===== src/rtl/sio_pkg.sv =====
package sio_pkg;
  localparam int ADDR_W = 2;

  typedef enum logic [ADDR_W-1:0] {
    REG_CTRL = 2'd0,
    REG_STAT = 2'd1,
    REG_DATA = 2'd2,
    REG_DIV  = 2'd3
  } reg_addr_e;

  // config register, LSB = external clock select
  typedef struct packed {
    logic       invert;
    logic       cont_rx;
    logic [1:0] pin_sel;
    logic       ext_clk;
  } ctrl_t;

  localparam int CTRL_W   = $bits(ctrl_t);
  localparam int NUM_PINS = 2;
endpackage


===== src/rtl/sio_clkgen.sv =====
module sio_clkgen #(
  parameter int DIV_W = 8
) (
  input  logic             clk,
  input  logic             rst,
  input  logic             ext_mode,
  input  logic             run,
  input  logic [DIV_W-1:0] div,
  input  logic             ext_clk_i,
  output logic             sclk,
  output logic             fall_tick,
  output logic             rise_tick
);
  localparam int SYNC_W = 3;

  logic [DIV_W-1:0]  cnt;
  logic [SYNC_W-1:0] ext_q;
  logic              half_end;
  logic              ext_fall;
  logic              ext_rise;

  // external clock synchroniser plus edge history
  always_ff @(posedge clk) begin
    if (rst) ext_q <= '1;
    else     ext_q <= {ext_q[SYNC_W-2:0], ext_clk_i};
  end

  assign ext_fall = ext_q[SYNC_W-1] & ~ext_q[SYNC_W-2];
  assign ext_rise = ~ext_q[SYNC_W-1] & ext_q[SYNC_W-2];
  assign half_end = (cnt == div);

  // internal divider: toggles every div+1 cycles while a frame runs
  always_ff @(posedge clk) begin
    if (rst || !run || ext_mode) begin
      cnt  <= '0;
      sclk <= 1'b1;
    end else if (half_end) begin
      cnt  <= '0;
      sclk <= ~sclk;
    end else begin
      cnt  <= cnt + 1'b1;
    end
  end

  assign fall_tick = run & (ext_mode ? ext_fall : (half_end &  sclk));
  assign rise_tick = run & (ext_mode ? ext_rise : (half_end & ~sclk));
endmodule


===== src/rtl/sio_shifter.sv =====
module sio_shifter #(
  parameter int DATA_W = 8
) (
  input  logic              clk,
  input  logic              rst,
  input  logic              start_req,
  input  logic [DATA_W-1:0] tx_word,
  input  logic              capture,
  input  logic              rxd_s,
  input  logic              fall_tick,
  input  logic              rise_tick,
  output logic              busy,
  output logic              load,
  output logic              txd,
  output logic [DATA_W-1:0] rx_word,
  output logic              rx_valid
);
  localparam int CNT_W = $clog2(DATA_W + 1);
  localparam logic [CNT_W-1:0] LAST = CNT_W'(DATA_W - 1);

  logic [DATA_W-1:0] tx_sh;
  logic [DATA_W-1:0] rx_sh;
  logic [CNT_W-1:0]  bit_cnt;
  logic              cap_en;
  logic              last_rise;

  assign load      = ~busy & start_req;
  assign last_rise = busy & rise_tick & (bit_cnt == LAST);
  assign rx_word   = {rxd_s, rx_sh[DATA_W-1:1]};
  assign rx_valid  = last_rise & cap_en;

  always_ff @(posedge clk) begin
    if (rst) begin
      busy    <= 1'b0;
      txd     <= 1'b1;
      tx_sh   <= '1;
      rx_sh   <= '0;
      bit_cnt <= '0;
      cap_en  <= 1'b0;
    end else if (load) begin
      busy    <= 1'b1;
      tx_sh   <= tx_word;
      txd     <= tx_word[0];
      bit_cnt <= '0;
      cap_en  <= capture;
    end else if (busy) begin
      if (rise_tick) begin
        rx_sh   <= rx_word;
        bit_cnt <= bit_cnt + 1'b1;
        if (bit_cnt == LAST) begin
          busy <= 1'b0;
          txd  <= 1'b1;
        end
      end else if (fall_tick && bit_cnt != '0) begin
        tx_sh <= {1'b1, tx_sh[DATA_W-1:1]};
        txd   <= tx_sh[1];
      end
    end
  end
endmodule


===== src/rtl/sio_regs.sv =====
module sio_regs
  import sio_pkg::*;
#(
  parameter int DATA_W = 8,
  parameter int DIV_W  = 8
) (
  input  logic              clk,
  input  logic              rst,
  input  logic              wr_en,
  input  logic              rd_en,
  input  logic [ADDR_W-1:0] addr,
  input  logic [DATA_W-1:0] wdata,
  output logic [DATA_W-1:0] rdata,
  output ctrl_t             cfg,
  output logic [DIV_W-1:0]  div,
  input  logic              load,
  input  logic              busy,
  input  logic              rx_valid,
  input  logic [DATA_W-1:0] rx_word,
  output logic              start_req,
  output logic              rx_armed,
  output logic              tx_full,
  output logic              rx_done,
  output logic              overrun,
  output logic [DATA_W-1:0] tx_word
);
  logic [DATA_W-1:0] txbuf;
  logic [DATA_W-1:0] rxbuf;
  logic [DATA_W-1:0] inv_mask;
  logic              tx_wr;
  logic              rx_rd;
  reg_addr_e         sel;

  assign sel       = reg_addr_e'(addr);
  assign inv_mask  = {DATA_W{cfg.invert}};
  assign tx_wr     = wr_en & (sel == REG_DATA);
  assign rx_rd     = rd_en & (sel == REG_DATA);
  assign start_req = tx_full | rx_armed;
  assign tx_word   = tx_full ? txbuf : '1;

  // configuration
  always_ff @(posedge clk) begin
    if (rst) begin
      cfg <= '0;
      div <= '0;
    end else if (wr_en) begin
      if (sel == REG_CTRL) cfg <= ctrl_t'(wdata[CTRL_W-1:0]);
      if (sel == REG_DIV)  div <= wdata[DIV_W-1:0];
    end
  end

  // transmit buffer and reception arming
  always_ff @(posedge clk) begin
    if (rst) begin
      txbuf    <= '0;
      tx_full  <= 1'b0;
      rx_armed <= 1'b0;
    end else begin
      if (load) begin
        tx_full  <= 1'b0;
        rx_armed <= 1'b0;
      end
      if (rx_rd && cfg.cont_rx) rx_armed <= 1'b1;
      if (tx_wr) begin
        txbuf    <= wdata ^ inv_mask;
        tx_full  <= 1'b1;
        rx_armed <= 1'b1;
      end
    end
  end

  // receive buffer and flags
  always_ff @(posedge clk) begin
    if (rst) begin
      rxbuf   <= '0;
      rx_done <= 1'b0;
      overrun <= 1'b0;
    end else if (rx_valid) begin
      rxbuf   <= rx_word;
      rx_done <= 1'b1;
      if (rx_done && !rx_rd) overrun <= 1'b1;
    end else if (rx_rd) begin
      rx_done <= 1'b0;
      overrun <= 1'b0;
    end
  end

  // registered read port
  always_ff @(posedge clk) begin
    if (rst) begin
      rdata <= '0;
    end else if (rd_en) begin
      unique case (sel)
        REG_CTRL: rdata <= DATA_W'(cfg);
        REG_STAT: rdata <= DATA_W'({busy, overrun, rx_done, ~tx_full});
        REG_DATA: rdata <= rxbuf ^ inv_mask;
        REG_DIV:  rdata <= DATA_W'(div);
        default:  rdata <= '0;
      endcase
    end
  end
endmodule


===== src/rtl/sio_sync_port.sv =====
module sio_sync_port
  import sio_pkg::*;
#(
  parameter int DATA_W = 8,
  parameter int DIV_W  = 8
) (
  input  logic              clk,
  input  logic              rst,
  input  logic              wr_en,
  input  logic              rd_en,
  input  logic [ADDR_W-1:0] addr,
  input  logic [DATA_W-1:0] wdata,
  output logic [DATA_W-1:0] rdata,
  input  logic              ext_clk_i,
  input  logic              rxd_i,
  output logic              txd_o,
  output logic              sclk_a_o,
  output logic              sclk_b_o
);
  ctrl_t             cfg;
  logic [DIV_W-1:0]  div;
  logic              ext_mode;
  logic              busy;
  logic              load;
  logic              start_req;
  logic              rx_armed;
  logic              tx_full;
  logic              rx_done;
  logic              overrun;
  logic              rx_valid;
  logic [DATA_W-1:0] tx_word;
  logic [DATA_W-1:0] rx_word;
  logic              sclk;
  logic              fall_tick;
  logic              rise_tick;
  logic              txd;
  logic [1:0]        rxd_q;
  logic [NUM_PINS-1:0] pin_q;

  assign ext_mode = cfg.ext_clk;

  always_ff @(posedge clk) begin
    if (rst) rxd_q <= '1;
    else     rxd_q <= {rxd_q[0], rxd_i};
  end

  sio_regs #(.DATA_W(DATA_W), .DIV_W(DIV_W)) u_regs (
    .clk(clk), .rst(rst), .wr_en(wr_en), .rd_en(rd_en), .addr(addr),
    .wdata(wdata), .rdata(rdata), .cfg(cfg), .div(div), .load(load),
    .busy(busy), .rx_valid(rx_valid), .rx_word(rx_word),
    .start_req(start_req), .rx_armed(rx_armed), .tx_full(tx_full),
    .rx_done(rx_done), .overrun(overrun), .tx_word(tx_word)
  );

  sio_clkgen #(.DIV_W(DIV_W)) u_clkgen (
    .clk(clk), .rst(rst), .ext_mode(ext_mode), .run(busy), .div(div),
    .ext_clk_i(ext_clk_i), .sclk(sclk), .fall_tick(fall_tick),
    .rise_tick(rise_tick)
  );

  sio_shifter #(.DATA_W(DATA_W)) u_shifter (
    .clk(clk), .rst(rst), .start_req(start_req), .tx_word(tx_word),
    .capture(rx_armed), .rxd_s(rxd_q[1]), .fall_tick(fall_tick),
    .rise_tick(rise_tick), .busy(busy), .load(load), .txd(txd),
    .rx_word(rx_word), .rx_valid(rx_valid)
  );

  // one registered driver per clock pin; pin index equals its select code
  for (genvar p = 0; p < NUM_PINS; p++) begin : g_pin
    always_ff @(posedge clk) begin
      if (rst) pin_q[p] <= 1'b1;
      else     pin_q[p] <= (!ext_mode && cfg.pin_sel == 2'(p)) ? sclk : 1'b1;
    end
  end

  always_ff @(posedge clk) begin
    if (rst) txd_o <= 1'b1;
    else     txd_o <= txd;
  end

  assign sclk_a_o = pin_q[0];
  assign sclk_b_o = pin_q[1];
endmodule


===== config.mk =====
export PLATFORM = sky130hd
export DESIGN_NAME = sio_sync_port
export DESIGN_NICKNAME = d
export VERILOG_FILES = /design/src/rtl/sio_pkg.sv /design/src/rtl/sio_clkgen.sv /design/src/rtl/sio_shifter.sv /design/src/rtl/sio_regs.sv /design/src/rtl/sio_sync_port.sv
export SDC_FILE = /design/constraint.sdc
export NUM_CORES = 1
export LEC_CHECK = 0
export BUFFER_PORTS_ARGS = -buffer_cell sky130_fd_sc_hd__buf_2
export CORE_MARGIN = 1
export CORE_UTILIZATION = 64
export DETAILED_ROUTE_END_ITERATION = 10
export PLACE_DENSITY = 0.84
export SETUP_SLACK_MARGIN = 0.4
export SYNTH_ARGS = -nofsm -noshare
export SYNTH_HDL_FRONTEND = slang
export SYNTH_SLANG_ARGS = --single-unit

===== constraint.sdc =====
create_clock -name clk -period 5.3 [get_ports clk]
set_clock_uncertainty 0.1 [all_clocks]
set_input_delay 1.06 -clock clk [delete_from_list [all_inputs] [get_ports clk]]
set_output_delay 1.06 -clock clk [all_outputs]
set_load 0.01 [all_outputs]

==> metrics.csv <==
metric;value;unit
status;finished, final reports clean;
vias after detailed routing;2663;
VDD IR max;0.197;mV
Die H;75.7;µm
asr flop ratio synth;0;
diode count;0;
postcts setup bufs;0;
Max Cap Viol;0;
Final Instance Count excl. Fillers;454;
Setup crit start kind;input pin;
FMAX;413;MHz
share of cells above drive strength 1;0.174;
hold_sp;rxd_q[0];
number of synthesized flops with an enable pin;0;
drt drc;0;
Post-Synthesis Cells;360;
largest net degree at the start of global routing;71;
DRT Pass-1 Iters;5;
syn_area_per_cell;9.64;µm²
register area;1580;µm²
post-synth top area cell;dfxtp_1;
P&R area growth vs syn;10.8;%
Unique masters post-synth;46;
Slew @ Worst Pin;1.07;ns
cts bufs inserted;9;
# rows;26;
Most used DFF post-synth;dfxtp_1;
reg2reg path depth;4;
r2r setup slk;3.18;ns
via count of the first global-routing pass;2330;
CTS clock-pin slew for the worst setup and hold paths;0.08;ns
CP Data Required Time;5.45;ns
Pins Over Slew Limit;0;
Top Ports;27;
1st-iter DRT viols;216;
antenna-violating nets left;0;
Yosys warnings;0;
Post-Syn Nets;379;
hold endpoint;rxd_q[1];
slew margin rel.;0.286;
initial antenna violation count;0;
clock root buffer;clkbuf_8;
Die ar.;5720;µm²
initial core utilization;0.671;
CP max-delay cell;nor2_1;
Sinks on Clock Net;79;
post-route cell area;3850;µm²
GRT Util Overall;0.263;
final core occ;0.744;
crit path DAT;2.57;ns
Post-CTS Hold Buffers;0;
register area share after synthesis;0.455;
final hold slack;0.316;ns
Core Area;5170;µm²
input/output buffers;26;
Largest stage delay, worst path;0.81;ns
Setup TNS;0;ns
top post-synthesis cells by area;dfxtp_1 46%, mux2i_1 9.2%, nor2_1 5.2%;
Synth Area in Simple Gates;0.214;
complex-gate fraction of the synthesized area;0.100;
crit path kind;in -> reg;
Post-DP Area;3620;µm²
HP Class;reg -> reg;
most used cell, CP;nor2_1;
Avg WL per Cell;15.6;µm
CP Capture Type;register;
final net count;399;
CP max FO;18;
share of the synthesized area in the top cell type;0.455;
mux cell area share after synthesis;0.112;
Post-Place Cells;439;
Routed WL;7070;µm
die width;75.7;µm
post-CTS resize count;0;
Netlist Area Pre-Place;3470;µm²
XOR/XNOR Fraction of Synth Area;0.0807;
reg2reg start;u_shifter.busy;
Worst R2R End;u_shifter.tx_sh[6];
# setup viols final;0;
clock latency on the worst-skew pair;0.35;ns
Tmin final;2.42;ns
CTS max path bufs;2;
CTS tree;done;
# H-tree levels;3;
first-pass GRT wire length;10900;µm
dpl hpwl;4820;µm
worst hold stages;1;
critical-path cell list;buf_2, nand2_1, nor2_1, nor2_1, a211oi_1;
grt ovf;0;
vias per inst;5.87;
unrepaired setup endpoints after global routing;no;
Routability Congestion;0.821;
Fillers;368;
Synth Area in Adders;0.0108;
Fin. Hold Viols;0;
largest family of logic cells by synthesized area;simple AND/OR/NAND/NOR gates;
period utilisation layout;0.457;
FF+latch count, synth;79;
Pleak;1.63;nW
Pwr per Cell Area;317;nW/µm²
multi-input logic area;1800;µm²
[sequential cells by signal, indices dropped and copies added, names as in the netlist]
register	count
u_shifter.tx_sh	7
u_regs.rx_armed	1
u_regs.div	8
u_shifter.txd	1
u_clkgen.sclk	1
u_regs.overrun	1
u_shifter.bit_cnt	4
txd_o	1
sclk_a_o	1
u_shifter.cap_en	1
u_regs.txbuf	8
u_shifter.rx_sh	7
u_clkgen.cnt	8
sclk_b_o	1
u_regs.rdata	8
rxd_q	2
u_regs.rx_done	1
u_shifter.busy	1
u_regs.rxbuf	8
u_regs.tx_full	1
u_regs.cfg	5
u_clkgen.ext_q	3
[synth_stat cells, types with 3 or more instances]
library cell  number
a211o_1            6
nor4_2             4
dfxtp_1           79
nand3_1           12
nor2_1            48
a211oi_1          10
mux4_2             3
mux2i_1           32
a21oi_1           17
nand2b_1          22
or3_1              3
o21ai_0           14
or2_2              7
nand2_1            9
ha_1               3
clkbuf_1          12
nor2b_1            3
inv_1              4
xor2_1            17
and3_1             4
nor3_1             3
buf_2              4
or3b_2             6
xnor2_1           15
[per-stage QoR]
step	power, mW	setup slack (ns)
after floorplan	0.699	3.10
after global placement	0.723	2.64
after detailed placement	0.725	2.54
after CTS	1.23	2.91
after global routing	1.26	2.65
final	1.22	2.88
[worst max-delay path: cells and delay by family]
family / cells / cell delay (ns)
AND/OR/NAND/NOR: 3 / 0.98
AO/OA/AOI/OAI: 1 / 0.26
buffers and inverters: 1 / 0.26
[cell type report]
cell class,count,share of cell area
Sequential cell,79,0.411
Timing Repair Buffer,27,0.0358
Inverter,4,0.00390
Tap cell,70,0.0228
Clock buffer,12,0.0429
Clock inverter,3,0.0169
Multi-Input combinational cell,259,0.467
[routing by layer]
metal	vias to the layer above	track usage	share of wire
met3	19	0.0423	0.040
met1	1265	0.337	0.46
met4	0	0.130	0.024
met5	-	0	0
met2	93	0.433	0.48
li1	1286	-	-
[cell usage in the layout (no fill, tap or decap), types with 4 or more instances in the layout]
cell       n
dfxtp_1   79
clkbuf_8  12
inv_1      4
nand3_1   12
a211o_1    6
or3b_2     6
or2_2      7
xor2_1    17
and3_1     4
nand2b_1  22
mux2i_1   32
buf_2     26
nor2_1    48
a211oi_1  10
nand2_1    9
xnor2_1   15
nor4_2     4
o21ai_0   14
a21oi_1   17
[worst max-delay path by stage]
| stage | start | to | slack, ns | cells after the start |
|---|---|---|---|---|
| CTS | addr[1] | u_regs.txbuf[3] | 2.91 | 5 |
| global placement | rst | u_shifter.txd | 2.64 | 4 |
| global route | addr[1] | u_regs.txbuf[0] | 2.65 | 5 |
| finish | addr[1] | u_regs.txbuf[3] | 2.88 | 5 |
| detailed placement | addr[1] | u_regs.txbuf[3] | 2.54 | 5 |
| floorplan | addr[0] | u_regs.txbuf[0] | 3.10 | 4 |
[report_power, final]
group	total [mW]	switching [mW]	internal, mW
Clock	0.508	0.207	0.301
Sequential	0.624	0.0148	0.609
Combinational	0.0899	0.0497	0.0402
Total	1.22	0.272	0.950
[cells by family after synthesis]
kind of cell | after synthesis
xor+xnor | 32
compound gates | 55
fa+ha+maj | 3
simple gates | 134
buf+inv | 22
mux | 35
flops | 79
(Power assumes the default switching activity.)
